<file path="config.mk">
export PLATFORM = sky130hd
export DESIGN_NAME = hpan_shifter
export DESIGN_NICKNAME = d
export VERILOG_FILES = /design/src/rtl/hpan_pkg.sv /design/src/rtl/hpan_cfg_latch.sv /design/src/rtl/hpan_drop_ctr.sv /design/src/rtl/hpan_pad_merge.sv /design/src/rtl/hpan_shifter.sv
export SDC_FILE = /design/constraint.sdc
export NUM_CORES = 1
export LEC_CHECK = 0
export CAP_MARGIN = 20
export CORE_ASPECT_RATIO = 1.75
export CORE_MARGIN = 5
export CORE_UTILIZATION = 35
export CTS_CLUSTER_DIAMETER = 150
export CTS_CLUSTER_SIZE = 14
export DETAILED_ROUTE_END_ITERATION = 12
export PLACE_DENSITY = 0.68
export SYNTH_ARGS = -nofsm -noshare
export SYNTH_HDL_FRONTEND = slang
export SYNTH_SLANG_ARGS = --single-unit
</file>
<file path="constraint.sdc">
create_clock -name clk -period 8.53 [get_ports clk]
set_clock_uncertainty 0.2 [all_clocks]
set_input_delay 0.853 -clock clk [delete_from_list [all_inputs] [get_ports clk]]
set_output_delay 0.853 -clock clk [all_outputs]
set_load 0.02 [all_outputs]
</file>
<file path="src/rtl/hpan_pkg.sv">
package hpan_pkg;

    localparam int PIX_W = 8;
    localparam int PAN_W = 4;
    localparam int PAD_W = 4;
    localparam int CNT_W = 4;

    typedef struct packed {
        logic             nine_dot;
        logic             color256;
        logic             pal_sel;
        logic [PAD_W-1:0] pad;
        logic [CNT_W-1:0] shift;
    } line_cfg_t;

    // Pan code to number of dropped pixels.
    function automatic logic [CNT_W-1:0] pan_to_shift(
        input logic [PAN_W-1:0] code,
        input logic             nine,
        input logic             c256
    );
        logic [PAN_W-1:0] eff;
        logic [CNT_W-1:0] res;
        eff = code;
        if (c256) eff[0] = 1'b0;
        if (eff[PAN_W-1]) begin
            res = '0;
        end else if (nine && !c256) begin
            res = CNT_W'(eff) + CNT_W'(1);
        end else begin
            res = CNT_W'(eff);
        end
        return res;
    endfunction

endpackage

</file>
<file path="src/rtl/hpan_cfg_latch.sv">
module hpan_cfg_latch
    import hpan_pkg::*;
#(
    parameter int P_PAN_W = PAN_W,
    parameter int P_PAD_W = PAD_W
) (
    input  logic               clk,
    input  logic               rst,
    input  logic               line_start,
    input  logic               nine_dot,
    input  logic               color256,
    input  logic               pal_sel,
    input  logic [P_PAN_W-1:0] pan_code,
    input  logic [P_PAD_W-1:0] pad,
    output line_cfg_t          cfg_eff
);

    line_cfg_t cfg_q;
    line_cfg_t cfg_new;

    always_comb begin
        cfg_new.nine_dot = nine_dot;
        cfg_new.color256 = color256;
        cfg_new.pal_sel  = pal_sel;
        cfg_new.pad      = pad;
        cfg_new.shift    = pan_to_shift(pan_code, nine_dot, color256);
    end

    // The line_start cycle already uses the new settings.
    assign cfg_eff = line_start ? cfg_new : cfg_q;

    always_ff @(posedge clk) begin
        if (rst) begin
            cfg_q <= '0;
        end else if (line_start) begin
            cfg_q <= cfg_new;
        end
    end

    p_even_shift_r4: assert property (@(posedge clk) disable iff (rst)
        cfg_q.color256 |-> (cfg_q.shift[0] == 1'b0));

    p_shift_max_r2: assert property (@(posedge clk) disable iff (rst)
        cfg_q.shift <= CNT_W'(8));

    p_cfg_hold_r7: assert property (@(posedge clk) disable iff (rst)
        !line_start |=> $stable(cfg_q));

endmodule

</file>
<file path="src/rtl/hpan_drop_ctr.sv">
module hpan_drop_ctr
    import hpan_pkg::*;
#(
    parameter int P_CNT_W = CNT_W
) (
    input  logic               clk,
    input  logic               rst,
    input  logic               line_start,
    input  logic               pix_valid,
    input  logic [P_CNT_W-1:0] shift,
    output logic               pass
);

    logic [P_CNT_W-1:0] rem_q;
    logic [P_CNT_W-1:0] remaining;

    assign remaining = line_start ? shift : rem_q;
    assign pass      = (remaining == '0);

    always_ff @(posedge clk) begin
        if (rst) begin
            rem_q <= '0;
        end else if (pix_valid && !pass) begin
            rem_q <= remaining - P_CNT_W'(1);
        end else begin
            rem_q <= remaining;
        end
    end

    p_cnt_bound_r5: assert property (@(posedge clk) disable iff (rst)
        rem_q <= P_CNT_W'(8));

    p_idle_hold_r6: assert property (@(posedge clk) disable iff (rst)
        (!pix_valid && !line_start) |=> $stable(rem_q));

endmodule

</file>
<file path="src/rtl/hpan_pad_merge.sv">
module hpan_pad_merge
    import hpan_pkg::*;
#(
    parameter int P_PIX_W = PIX_W,
    parameter int P_PAD_W = PAD_W
) (
    input  logic [P_PIX_W-1:0] pix_in,
    input  logic               color256,
    input  logic               pal_sel,
    input  logic [P_PAD_W-1:0] pad,
    output logic [P_PIX_W-1:0] pix_out
);

    localparam int HALF = P_PAD_W / 2;
    localparam int LO_B = P_PIX_W - P_PAD_W;
    localparam int HI_B = P_PIX_W - HALF;

    always_comb begin
        pix_out = pix_in;
        if (!color256) begin
            pix_out[P_PIX_W-1:HI_B] = pad[P_PAD_W-1:HALF];
            if (pal_sel) begin
                pix_out[HI_B-1:LO_B] = pad[HALF-1:0];
            end
        end
    end

endmodule

</file>
<file path="src/rtl/hpan_shifter.sv">
module hpan_shifter
    import hpan_pkg::*;
#(
    parameter int P_PIX_W = PIX_W,
    parameter int P_PAN_W = PAN_W,
    parameter int P_PAD_W = PAD_W
) (
    input  logic               clk,
    input  logic               rst,
    input  logic               line_start,
    input  logic               pix_valid,
    input  logic [P_PIX_W-1:0] pix_data,
    input  logic               nine_dot,
    input  logic               color256,
    input  logic               pal_sel,
    input  logic [P_PAN_W-1:0] pan_code,
    input  logic [P_PAD_W-1:0] pad,
    output logic               out_valid,
    output logic [P_PIX_W-1:0] out_data
);

    line_cfg_t          cfg_eff;
    logic               pass;
    logic [P_PIX_W-1:0] merged;
    logic               eff_c256;

    hpan_cfg_latch #(.P_PAN_W(P_PAN_W), .P_PAD_W(P_PAD_W)) u_cfg (
        .clk(clk), .rst(rst), .line_start(line_start),
        .nine_dot(nine_dot), .color256(color256), .pal_sel(pal_sel),
        .pan_code(pan_code), .pad(pad), .cfg_eff(cfg_eff)
    );

    hpan_drop_ctr #(.P_CNT_W(CNT_W)) u_drop (
        .clk(clk), .rst(rst), .line_start(line_start),
        .pix_valid(pix_valid), .shift(cfg_eff.shift), .pass(pass)
    );

    hpan_pad_merge #(.P_PIX_W(P_PIX_W), .P_PAD_W(P_PAD_W)) u_merge (
        .pix_in(pix_data), .color256(cfg_eff.color256),
        .pal_sel(cfg_eff.pal_sel), .pad(cfg_eff.pad), .pix_out(merged)
    );

    assign eff_c256 = cfg_eff.color256;

    always_ff @(posedge clk) begin
        if (rst) begin
            out_valid <= 1'b0;
            out_data  <= '0;
        end else begin
            out_valid <= pix_valid && pass;
            if (pix_valid && pass) begin
                out_data <= merged;
            end
        end
    end

    p_out_needs_in_r5: assert property (@(posedge clk) disable iff (rst)
        out_valid |-> $past(pix_valid));

    p_data_hold_r6: assert property (@(posedge clk) disable iff (rst)
        !$past(pix_valid) |-> $stable(out_data));

    p_c256_pass_r9: assert property (@(posedge clk) disable iff (rst)
        (out_valid && $past(eff_c256)) |-> (out_data == $past(pix_data)));

    p_low_bits_r10: assert property (@(posedge clk) disable iff (rst)
        out_valid |-> (out_data[3:0] == $past(pix_data[3:0])));

endmodule

</file>
==> flow_metrics.tcl <==
set metrics [dict create \
    status "finished, final reports clean" \
    path_class "in -> reg" \
    cp-end-kind "flip-flop" \
    synth-seq-area-share_pct 37.3 \
    critPathTopFamily "compound AO/OA/AOI/OAI gates" \
    synthTopCellsByArea "dfxtp_1 (37%), mux2i_1 (17%), nor2_1 (7.7%), mux2_2 (3.3%), a211oi_1 (2.9%)" \
    drive_above_1_share_pct 8.03 \
    min_from "u_cfg.cfg_q[7]$_SDFF_PP0_" \
    synth_most_common_cell "nor2_1" \
    async_flop_share_pct 0 \
    ys_ff_latch 19 \
    regArea_sq_um 380 \
    cts_tree "done" \
    hold_viol_final 0 \
    drv_slew 0 \
    ctsHoldBuffers 0 \
    cpMostUsedCell "ha_1" \
    fin_setup_tns_ns 0 \
    die_w_um 50.8 \
    ctsResizeCount 0 \
    worst_hold_path.endpoint "u_cfg.cfg_q[7]$_SDFF_PP0_" \
    grt_max_degree 21 \
    rsz0062_at_grt "false" \
    slew_headroom_pct 45.7 \
    reg2regPathDepth 6 \
    synth_nets 132 \
    routed_via_density 5.31 \
    tightest_slew_ns 0.812 \
    htree_levels 1 \
    cp.arrival_ns 3.86 \
    hold_depth 2 \
    syn_inst 107 \
    finalWorstSetupSlack_ns 4.59 \
    p_leak_nw 0.550 \
    ys_warn_count 0 \
    design.core.area_sq_mm 0.00286 \
    netlist.top_cell.by_area "dfxtp_1" \
    critPathRequiredTime_ns 8.45 \
    grt_usage_pct 12.2 \
    ant_nets 0 \
    finalCriticalPeriod_ns 3.94 \
    clk_path_buf_depth 2 \
    n_antenna_cell 0 \
    crit_fanout 9 \
    ys.flop_type "dfxtp_1" \
    power_density_mw_per_mm2 158 \
    setup_viol 0 \
    final_util_pct 48.3 \
    fillers 288 \
    syn-mean-instance-area_sq_um 9.52 \
    die_area_sq_mm 0.00413 \
    finalCritPeriodShare_pct 46.2 \
    wire_per_inst_um 13.7 \
    max_cap_violations 0 \
    routed-via-count 876 \
    cts_setup_buffers 0 \
    slowest_stage "a2111oi_4" \
    r2r_setup_slack_ns 6.28 \
    place_congestion 0.817 \
    start_kind "input pin" \
    cts_sinks 19 \
    antenna_found_initial 0 \
    routed_wl_um 2260 \
    numCtsBuffers 3 \
    ioPinCount 32 \
    start_util_pct 35.6 \
    met2_usage_pct 21.4 \
    portBuffers 31 \
    clock_latency_ns 0.25 \
    cts_root_buf "clkbuf_8" \
    drtIter0Drc 41 \
    met3_usage_pct 3.67 \
    worstPathCellList "clkdlybuf4s50_1 -> and2b_2 -> ha_1 -> mux2_2 -> a22oi_1 -> ha_1 -> nand2_1 -> a2111oi_4 -> mux2i_1 -> nor2_1" \
    irDropWorstVdd_mv 0.0941 \
    fmax_mhz 254 \
    synth_edf_count 0 \
    hpwlAfterDp_um 1760 \
    grtUsageMet1_pct 12.6 \
    grt_pass1_vias 938 \
    drc_errors 0 \
    syn_area_sq_mm 0.00102 \
    grt-busiest-layer "met2" \
    first_pass_iters 4 \
    row_count 26 \
    clk_pin_slew_worst_paths_ns 0.07 \
    reg2reg_from "u_drop.rem_q[0]$_SDFF_PP0_" \
    synth.distinct_cells 31 \
    multiInputGateArea_sq_um 597 \
    area_growth_pct 35.7 \
    yosys-top-cells-count "nor2_1 (21), dfxtp_1 (19), mux2i_1 (17)" \
    dpl_worst_slack_ns 4.28 \
    crit-reg2reg-capture "out_data[5]$_SDFFE_PP0P_" \
    path_buf_inv 1 \
    netlist.area_leader.share_pct 37.3 \
    grt_pass1_wl_um 3940 \
    fin_nets 163 \
    hp-class "reg -> reg" \
    die_h_um 81.4 \
    gr-total-overflow 0 \
    cp_slowest_stage_delay_ns 0.70 \
]
==> kinds of logic (layout without fill, tap and decap cells) <==
family	after synthesis	in the layout	synth area share [%]
AO/OA/AOI/OAI	17	17	13.8
XOR/XNOR	2	2	1.72
adder cells (fa/ha/maj)	2	2	2.46
buffers and inverters	9	39	4.05
flip-flops	19	19	37.3
multiplexers	22	22	22.5
AND/OR/NAND/NOR	36	36	18.2
==> stage by stage <==
stage | hold WS, ns | cells | cell area, sq um | power [mW]
floorplan | 0.252 | 107 | 1020 | 0.136
global placement | 0.266 | 161 | 1340 | 0.158
detailed placement | 0.279 | 161 | 1340 | 0.160
CTS | 0.295 | 165 | 1380 | 0.222
global route | 0.308 | 165 | 1380 | 0.233
finish | 0.293 | 165 | 1380 | 0.219
==> routing by layer <==
metal	share of wire (%)	routed length (um)	vias to the layer above
met2	53	1190	28
met4	3.0	67	0
met3	7.2	162	8
met1	37	840	402
li1	-	-	438
met5	0	0	-
==> state kept, by name, summed over array words and instances, names as in the netlist <==
name and cells:
out_data 8, u_cfg.cfg_q 6, u_drop.rem_q 4, out_valid 1
==> worst max path at each step <==
stage / startpoint / endpoint / slack [ns] / cells past startpoint
2_1_floorplan: color256 / out_data[6]$_SDFFE_PP0P_ / 5.13 / 10
6_report: color256 / out_data[5]$_SDFFE_PP0P_ / 4.59 / 10
3_3_place_gp: color256 / out_data[0]$_SDFFE_PP0P_ / 4.37 / 10
4_1_cts: color256 / out_data[0]$_SDFFE_PP0P_ / 4.55 / 10
5_1_grt: color256 / out_data[5]$_SDFFE_PP0P_ / 4.34 / 10
3_5_place_dp: color256 / out_data[4]$_SDFFE_PP0P_ / 4.28 / 10
==> worst min-delay path: stages (launching register included) <==
cell	delay [ns]
dfxtp_1	0.32
mux2i_1	0.06
nor2_1	0.07
==> layout by cell type, fill, tap and decap left out <==
cell             instances
o21ai_0                  2
a32o_1                   1
nand3_1                  1
a22oi_1                  1
nand3b_4                 1
nand2b_1                 2
nand3b_1                 1
inv_1                    3
or3b_1                   1
a2111oi_4                1
a21oi_1                  4
inv_2                    1
clkbuf_8                 3
a211oi_1                 4
dfxtp_1                 19
and2b_2                  1
o31ai_1                  1
nor2_1                  21
nor3_1                   3
mux2i_1                 17
clkdlybuf4s50_1         31
o32ai_1                  1
ha_1                     2
mux2_1                   1
nand2_1                  1
a31o_1                   1
mux2i_2                  1
xnor2_1                  2
o32a_1                   1
mux2_2                   3
nor2b_1                  4
clkbuf_1                 1
==> power by group <==
group / internal, mW / switching [mW]
combinational: 0.0312 / 0.0268
sequential: 0.0957 / 0.00382
clock: 0.0332 / 0.0282
==> area by class of cell <==
class	count	area share, %
well taps	28	2.53
multi-input cells	79	43.2
inverters	4	1.09
repair buffers	31	22.4
flip-flops and latches	19	27.5
clock buffers	4	3.26
(Power assumes the default switching activity.)
